--- src/rtl/prefix_pkg.sv ---
package prefix_pkg;
  // Order of the clear sources inside the merged vector
  localparam int CLR_LOAD        = 0;
  localparam int CLR_PROG_RST    = 1;
  localparam int CLR_REMOTE_CPU  = 2;
  localparam int CLR_REMOTE_PROG = 3;
  localparam int NUM_CLR         = 4;

  // Classification of a real address block against the prefix
  typedef enum logic [1:0] {
    BLK_LOW  = 2'd0,
    BLK_PFX  = 2'd1,
    BLK_PASS = 2'd2
  } blk_kind_e;
endpackage

--- src/rtl/prefix_clear_merge.sv ---
module prefix_clear_merge #(
  parameter int NUM_SRC = 4
) (
  input  logic [NUM_SRC-1:0] src_i,
  output logic               any_o
);
  logic [NUM_SRC:0] chain;
  assign chain[0] = 1'b0;
  for (genvar g = 0; g < NUM_SRC; g++) begin : g_or
    assign chain[g+1] = chain[g] | src_i[g];
  end
  assign any_o = chain[NUM_SRC];
endmodule

--- src/rtl/prefix_reg.sv ---
module prefix_reg #(
  parameter int W = 12
) (
  input  logic         clk,
  input  logic         rst_n,
  input  logic         clr_i,
  input  logic         set_i,
  input  logic [W-1:0] set_val_i,
  output logic [W-1:0] q_o
);
  always_ff @(posedge clk or negedge rst_n) begin
    if (!rst_n)     q_o <= '0;
    else if (clr_i) q_o <= '0;
    else if (set_i) q_o <= set_val_i;
  end

  a_r5_clear_wins: assert property (@(posedge clk) disable iff (!rst_n)
    (clr_i && set_i) |=> (q_o == '0));
  a_r2_load: assert property (@(posedge clk) disable iff (!rst_n)
    (set_i && !clr_i) |=> (q_o == $past(set_val_i)));
  a_r11_hold: assert property (@(posedge clk) disable iff (!rst_n)
    (!set_i && !clr_i) |=> $stable(q_o));
endmodule

--- src/rtl/prefix_xlate.sv ---
module prefix_xlate
  import prefix_pkg::*;
#(
  parameter int ADDR_W = 24,
  parameter int OFS_W  = 12,
  localparam int BLK_W = ADDR_W - OFS_W
) (
  input  logic [BLK_W-1:0]  pfx_i,
  input  logic [ADDR_W-1:0] addr_i,
  output logic [ADDR_W-1:0] addr_o
);
  logic [BLK_W-1:0] in_blk;
  logic [BLK_W-1:0] out_blk;
  blk_kind_e        kind;

  always_comb begin
    in_blk = addr_i[ADDR_W-1:OFS_W];
    if (in_blk == '0)         kind = BLK_LOW;
    else if (in_blk == pfx_i) kind = BLK_PFX;
    else                      kind = BLK_PASS;
    case (kind)
      BLK_LOW: out_blk = pfx_i;
      BLK_PFX: out_blk = '0;
      default: out_blk = in_blk;
    endcase
  end

  assign addr_o = {out_blk, addr_i[OFS_W-1:0]};
endmodule

--- src/rtl/prefix_unit.sv ---
module prefix_unit
  import prefix_pkg::*;
#(
  parameter int ADDR_W = 24,
  parameter int OFS_W  = 12,
  localparam int BLK_W = ADDR_W - OFS_W
) (
  input  logic              clk,
  input  logic              rst_n,
  input  logic              clr_load,
  input  logic              clr_prog_rst,
  input  logic              clr_remote_cpu,
  input  logic              clr_remote_prog,
  input  logic              pfx_wr_en,
  input  logic [BLK_W-1:0]  pfx_wr_data,
  output logic [BLK_W-1:0]  pfx_rd_data,
  input  logic              req_valid,
  output logic              req_ready,
  input  logic [ADDR_W-1:0] req_addr,
  output logic              rsp_valid,
  input  logic              rsp_ready,
  output logic [ADDR_W-1:0] rsp_addr
);
  logic [NUM_CLR-1:0] clr_vec;
  logic               clr_any;
  logic [BLK_W-1:0]   pfx;

  assign clr_vec[CLR_LOAD]        = clr_load;
  assign clr_vec[CLR_PROG_RST]    = clr_prog_rst;
  assign clr_vec[CLR_REMOTE_CPU]  = clr_remote_cpu;
  assign clr_vec[CLR_REMOTE_PROG] = clr_remote_prog;

  prefix_clear_merge #(.NUM_SRC(NUM_CLR)) u_clr (
    .src_i (clr_vec),
    .any_o (clr_any)
  );

  prefix_reg #(.W(BLK_W)) u_reg (
    .clk       (clk),
    .rst_n     (rst_n),
    .clr_i     (clr_any),
    .set_i     (pfx_wr_en),
    .set_val_i (pfx_wr_data),
    .q_o       (pfx)
  );

  prefix_xlate #(.ADDR_W(ADDR_W), .OFS_W(OFS_W)) u_xlate (
    .pfx_i  (pfx),
    .addr_i (req_addr),
    .addr_o (rsp_addr)
  );

  assign pfx_rd_data = pfx;
  assign rsp_valid   = req_valid;
  assign req_ready   = rsp_ready;

  a_r3_local_clear: assert property (@(posedge clk) disable iff (!rst_n)
    (clr_load || clr_prog_rst) |=> (pfx_rd_data == '0));
  a_r4_remote_clear: assert property (@(posedge clk) disable iff (!rst_n)
    (clr_remote_cpu || clr_remote_prog) |=> (pfx_rd_data == '0));
  a_r6_low_to_pfx: assert property (@(posedge clk) disable iff (!rst_n)
    (req_valid && req_addr[ADDR_W-1:OFS_W] == '0) |->
      (rsp_addr[ADDR_W-1:OFS_W] == pfx_rd_data));
  a_r7_pfx_to_low: assert property (@(posedge clk) disable iff (!rst_n)
    (req_valid && pfx_rd_data != '0 && req_addr[ADDR_W-1:OFS_W] == pfx_rd_data) |->
      (rsp_addr[ADDR_W-1:OFS_W] == '0));
  a_r8_offset_kept: assert property (@(posedge clk) disable iff (!rst_n)
    req_valid |-> (rsp_addr[OFS_W-1:0] == req_addr[OFS_W-1:0]));
  a_r10_stream_mirror: assert property (@(posedge clk) disable iff (!rst_n)
    (rsp_valid == req_valid) && (req_ready == rsp_ready));
endmodule

--- config.mk ---
export PLATFORM = sky130hd
export DESIGN_NAME = prefix_unit
export DESIGN_NICKNAME = d
export VERILOG_FILES = /design/src/rtl/prefix_pkg.sv /design/src/rtl/prefix_clear_merge.sv /design/src/rtl/prefix_reg.sv /design/src/rtl/prefix_xlate.sv /design/src/rtl/prefix_unit.sv
export SDC_FILE = /design/constraint.sdc
export NUM_CORES = 1
export LEC_CHECK = 0
export ABC_AREA = 1
export BUFFER_PORTS_ARGS = -buffer_cell sky130_fd_sc_hd__buf_2
export CORE_MARGIN = 2
export CORE_UTILIZATION = 39
export DETAILED_ROUTE_END_ITERATION = 6
export PLACE_DENSITY = 0.86
export RECOVER_POWER = 100
export SLEW_MARGIN = 30
export SYNTH_ARGS = -nofsm -noshare
export SYNTH_HDL_FRONTEND = slang
export SYNTH_HIERARCHICAL = 1
export SYNTH_SLANG_ARGS = --single-unit
--- constraint.sdc ---
create_clock -name clk -period 1.6 [get_ports clk]
set_input_delay 0.16 -clock clk [delete_from_list [all_inputs] [get_ports clk]]
set_output_delay 0.16 -clock clk [all_outputs]
set_load 0.03 [all_outputs]
==> flow_metrics.env <==
export IMPL_io_pin_count=83
export IMPL_final_area_sq_mm=0.00141
export IMPL_drv_max_cap_violation_count=0
export IMPL_hold_depth=3
export IMPL_gpl_final_weighted_congestion=0.807
export IMPL_synth_simple_gate_area_frac=0.447
export IMPL_synth_top_family_by_area="simple AND/OR/NAND/NOR gates"
export IMPL_unrepaired_setup_endpoints_after_global_routing="true"
export IMPL_post_synth_instance_area_sq_mm=0.00102
export IMPL_report_final_hold_viol_count=0
export IMPL_synth_area_leader_cell="dfrtp_1"
export IMPL_post_synth_top_area_fraction=0.293
export IMPL_port_buffers=54
export IMPL_diodes=0
export IMPL_die_height_microns=55.2
export IMPL_maxSlewHeadroom=0.482
export IMPL_h_tree_lvls=1
export IMPL_path_class="register to output port"
export IMPL_grt_overflow=0
export IMPL_placed_area_sq_mm=0.00125
export IMPL_drt_wirelength_per_cell_microns=12.0
export IMPL_clk_latency_ns=0.27
export IMPL_cp_arrival_ns=1.61
export IMPL_multi_input_combinational_cell_area_sq_um=597
export IMPL_clkSlewWorstSetupHoldPaths_ns=0.07
export IMPL_critical_path_reg2reg_startpoint="u_reg/q_o[9]$_DFFE_PN0P_"
export IMPL_top_regs="u_reg/q_o: 12 flops"
export IMPL_synth_area_top_cells="dfrtp_1 29%, nand2_1 27%, buf_4 12%"
export IMPL_tritoncts_num_buffers=3
export IMPL_outcome="finished, violations left"
export IMPL_cts_num_sinks=12
export IMPL_worstHoldEndpoint="u_reg/q_o[0]$_DFFE_PN0P_"
export IMPL_grt_antenna_before_repair=0
export IMPL_worstSetupEndpointType="output port"
export IMPL_registers_top_by_ff_count="u_reg/q_o"
export IMPL_dp_hpwl_microns=2120
export IMPL_grt_pass1_vias=1002
export IMPL_crit_share_post_route=1.11
export IMPL_yosysWarningCount=6
export IMPL_report_final_setup_viol=12
export IMPL_hold_path_class="input port to register"
export IMPL_clk_root_buffer_cell="clkbuf_4"
export IMPL_hold_path_startpoint="pfx_wr_data[0]"
export IMPL_rows=18
export IMPL_dr_pass1_iters=4
export IMPL_failed_checks="negative setup slack"
export IMPL_nets=259
export IMPL_cellLeakagePower_nw=0.787
export IMPL_syn_area_per_cell_sq_um=6.36
export IMPL_detail_route_drc_violations=0
export IMPL_r2r_end="u_reg/q_o[9]$_DFFE_PN0P_"
export IMPL_postRouteAntennaNets=0
export IMPL_grt_start_max_net_pins=14
export IMPL_area_share_of_xor_xnor_cells_in_the_synthesized_design=0.0599
export IMPL_core_area_sq_mm=0.00248
export IMPL_routed_wl_microns=2910
export IMPL_flop2flop_setup_slack_ns=0.80
export IMPL_tightestPinTransition_ns=0.774
export IMPL_yosys_area_share_adder=0
export IMPL_drt_iter0_markers=31
export IMPL_maxSlewViolCount=0
export IMPL_layout_area_seq_sq_um=300
export IMPL_timing_critical_path_from_type="register"
export IMPL_proportion_of_synthesized_area_in_mux_cells=0
export IMPL_n_fill_cell=258
export IMPL_post_route_worst_setup_slack_ns=-0.174
export IMPL_clockBufferDepth=2
export IMPL_synth_nets=206
export IMPL_fmax_ghz=0.564
export IMPL_area_growth_syn_to_layout_pct=37.7
export IMPL_tritoncts="built"
export IMPL_largest_register_ff_count=12
export IMPL_cp_required_ns=1.44
export IMPL_synth_compound_area_frac=0
export IMPL_fin_setup_tns_ns=-1.75
export IMPL_pwr_density_cell_mw_per_mm2=494
export IMPL_fp_dieW_microns=55.2
export IMPL_crit_fanout=6
export IMPL_initial_core_util=0.413
export IMPL_finalClockSkew_ns=0
export IMPL_syn_inst=161
export IMPL_post_synth_num_cell_types=13
export IMPL_sequential_share_of_the_synthesized_area=0.293
export IMPL_fp_dieArea_sq_mm=0.00305
export IMPL_period_needed_ns=1.77
export IMPL_ffs_latches_synth=12
export IMPL_gr_usage_all_layers=0.181
export IMPL_worst_hold_slack_ns=0.116
export IMPL_route_vias_total=1146
export IMPL_wire_length_of_the_first_global_routing_pass_microns=4500
export IMPL_drive_above_1_share=0.340
export IMPL_worst_r2r_path_depth=3
export IMPL_vdd_drop_max_v=0.000344
export IMPL_vias_per_cell=4.74
## worst max-delay path by stage
stage / depth (start not counted) / endpoint / startpoint
floorplan: 7 / rsp_addr[12] / u_reg/q_o[3]$_DFFE_PN0P_
global placement: 7 / rsp_addr[18] / u_reg/q_o[11]$_DFFE_PN0P_
detailed placement: 9 / rsp_addr[13] / u_reg/q_o[4]$_DFFE_PN0P_
CTS: 7 / rsp_addr[18] / u_reg/q_o[10]$_DFFE_PN0P_
global route: 9 / rsp_addr[16] / u_reg/q_o[4]$_DFFE_PN0P_
finish: 7 / rsp_addr[16] / u_reg/q_o[10]$_DFFE_PN0P_
## cells in the final DEF (no fill, tap or decap)
cell type,instances
buf_4,18
buf_6,6
xnor2_1,7
nand3_4,2
inv_1,11
clkbuf_4,3
nand3_1,18
nor2_4,3
nand2_2,5
dlygate4sd3_1,1
nand3_2,5
clkbuf_1,13
nor4_1,1
nand2_1,69
inv_2,1
dfrtp_1,12
nor2_1,8
buf_2,29
## layout make-up
class                           instances  area share
Multi-Input combinational cell        118       0.424
Timing Repair Buffer                   67       0.289
Sequential cell                        12       0.213
Inverter                               12      0.0320
Tap cell                               30      0.0266
Clock buffer                            3      0.0160
## metal layers
metal,vias up,track usage,share of wire
met4,0,0.0418,0.0086
met1,498,0.222,0.42
met5,-,0,0
met3,6,0.0351,0.076
li1,591,-,-
met2,51,0.325,0.49
## timing repair
item,in CTS,in global routing
buffers inserted,1,1
endpoints found under the hold margin,12,0
pin swaps,6,7
resized for setup,26,9
gates cloned,1,0
hold buffers,1,0
setup endpoints to repair,12,12
## Yosys cell counts, drive strengths merged
| cell type | n |
|---|---|
| nor4 | 1 |
| inv | 12 |
| nand3 | 24 |
| nor2 | 11 |
| xnor2 | 7 |
| dfrtp | 12 |
| nand2 | 74 |
| buf | 20 |
## cell families (layout without fill, tap and decap cells)
logic type    after synthesis  count (layout)
simple gates              110             111
buf+inv                    32              82
flops                      12              12
xor+xnor                    7               7
## stage by stage
stage          total power [W]  cells  setup slack [ns]  utilization
6_report              0.000696    242            -0.174        0.569
3_5_place_dp          0.000489    235            0.0220        0.504
2_1_floorplan         0.000473    161             0.102            -
3_3_place_gp          0.000486    235            0.0604        0.504
5_1_grt               0.000723    242            -0.244        0.569
4_1_cts               0.000697    241            -0.128        0.560
## worst max-delay path, stage by stage, from the launching register on
cell	delay, ns
dfrtp_1	0.40
xnor2_1	0.16
nand2_1	0.12
nor2_4	0.20
nand3_4	0.14
nand3_1	0.10
nand2_1	0.06
buf_4	0.16
## report_power, final
part | total (W) | leakage [nW] | switching [W] | internal, W
Clock | 0.000182 | 0.0138 | 0.0000953 | 0.0000871
Sequential | 0.000309 | 0.167 | 0.00000274 | 0.000306
Combinational | 0.000205 | 0.606 | 0.000121 | 0.0000837
Total | 0.000696 | 0.787 | 0.000219 | 0.000477
No activity file was read; power rests on OpenSTA's default activity.
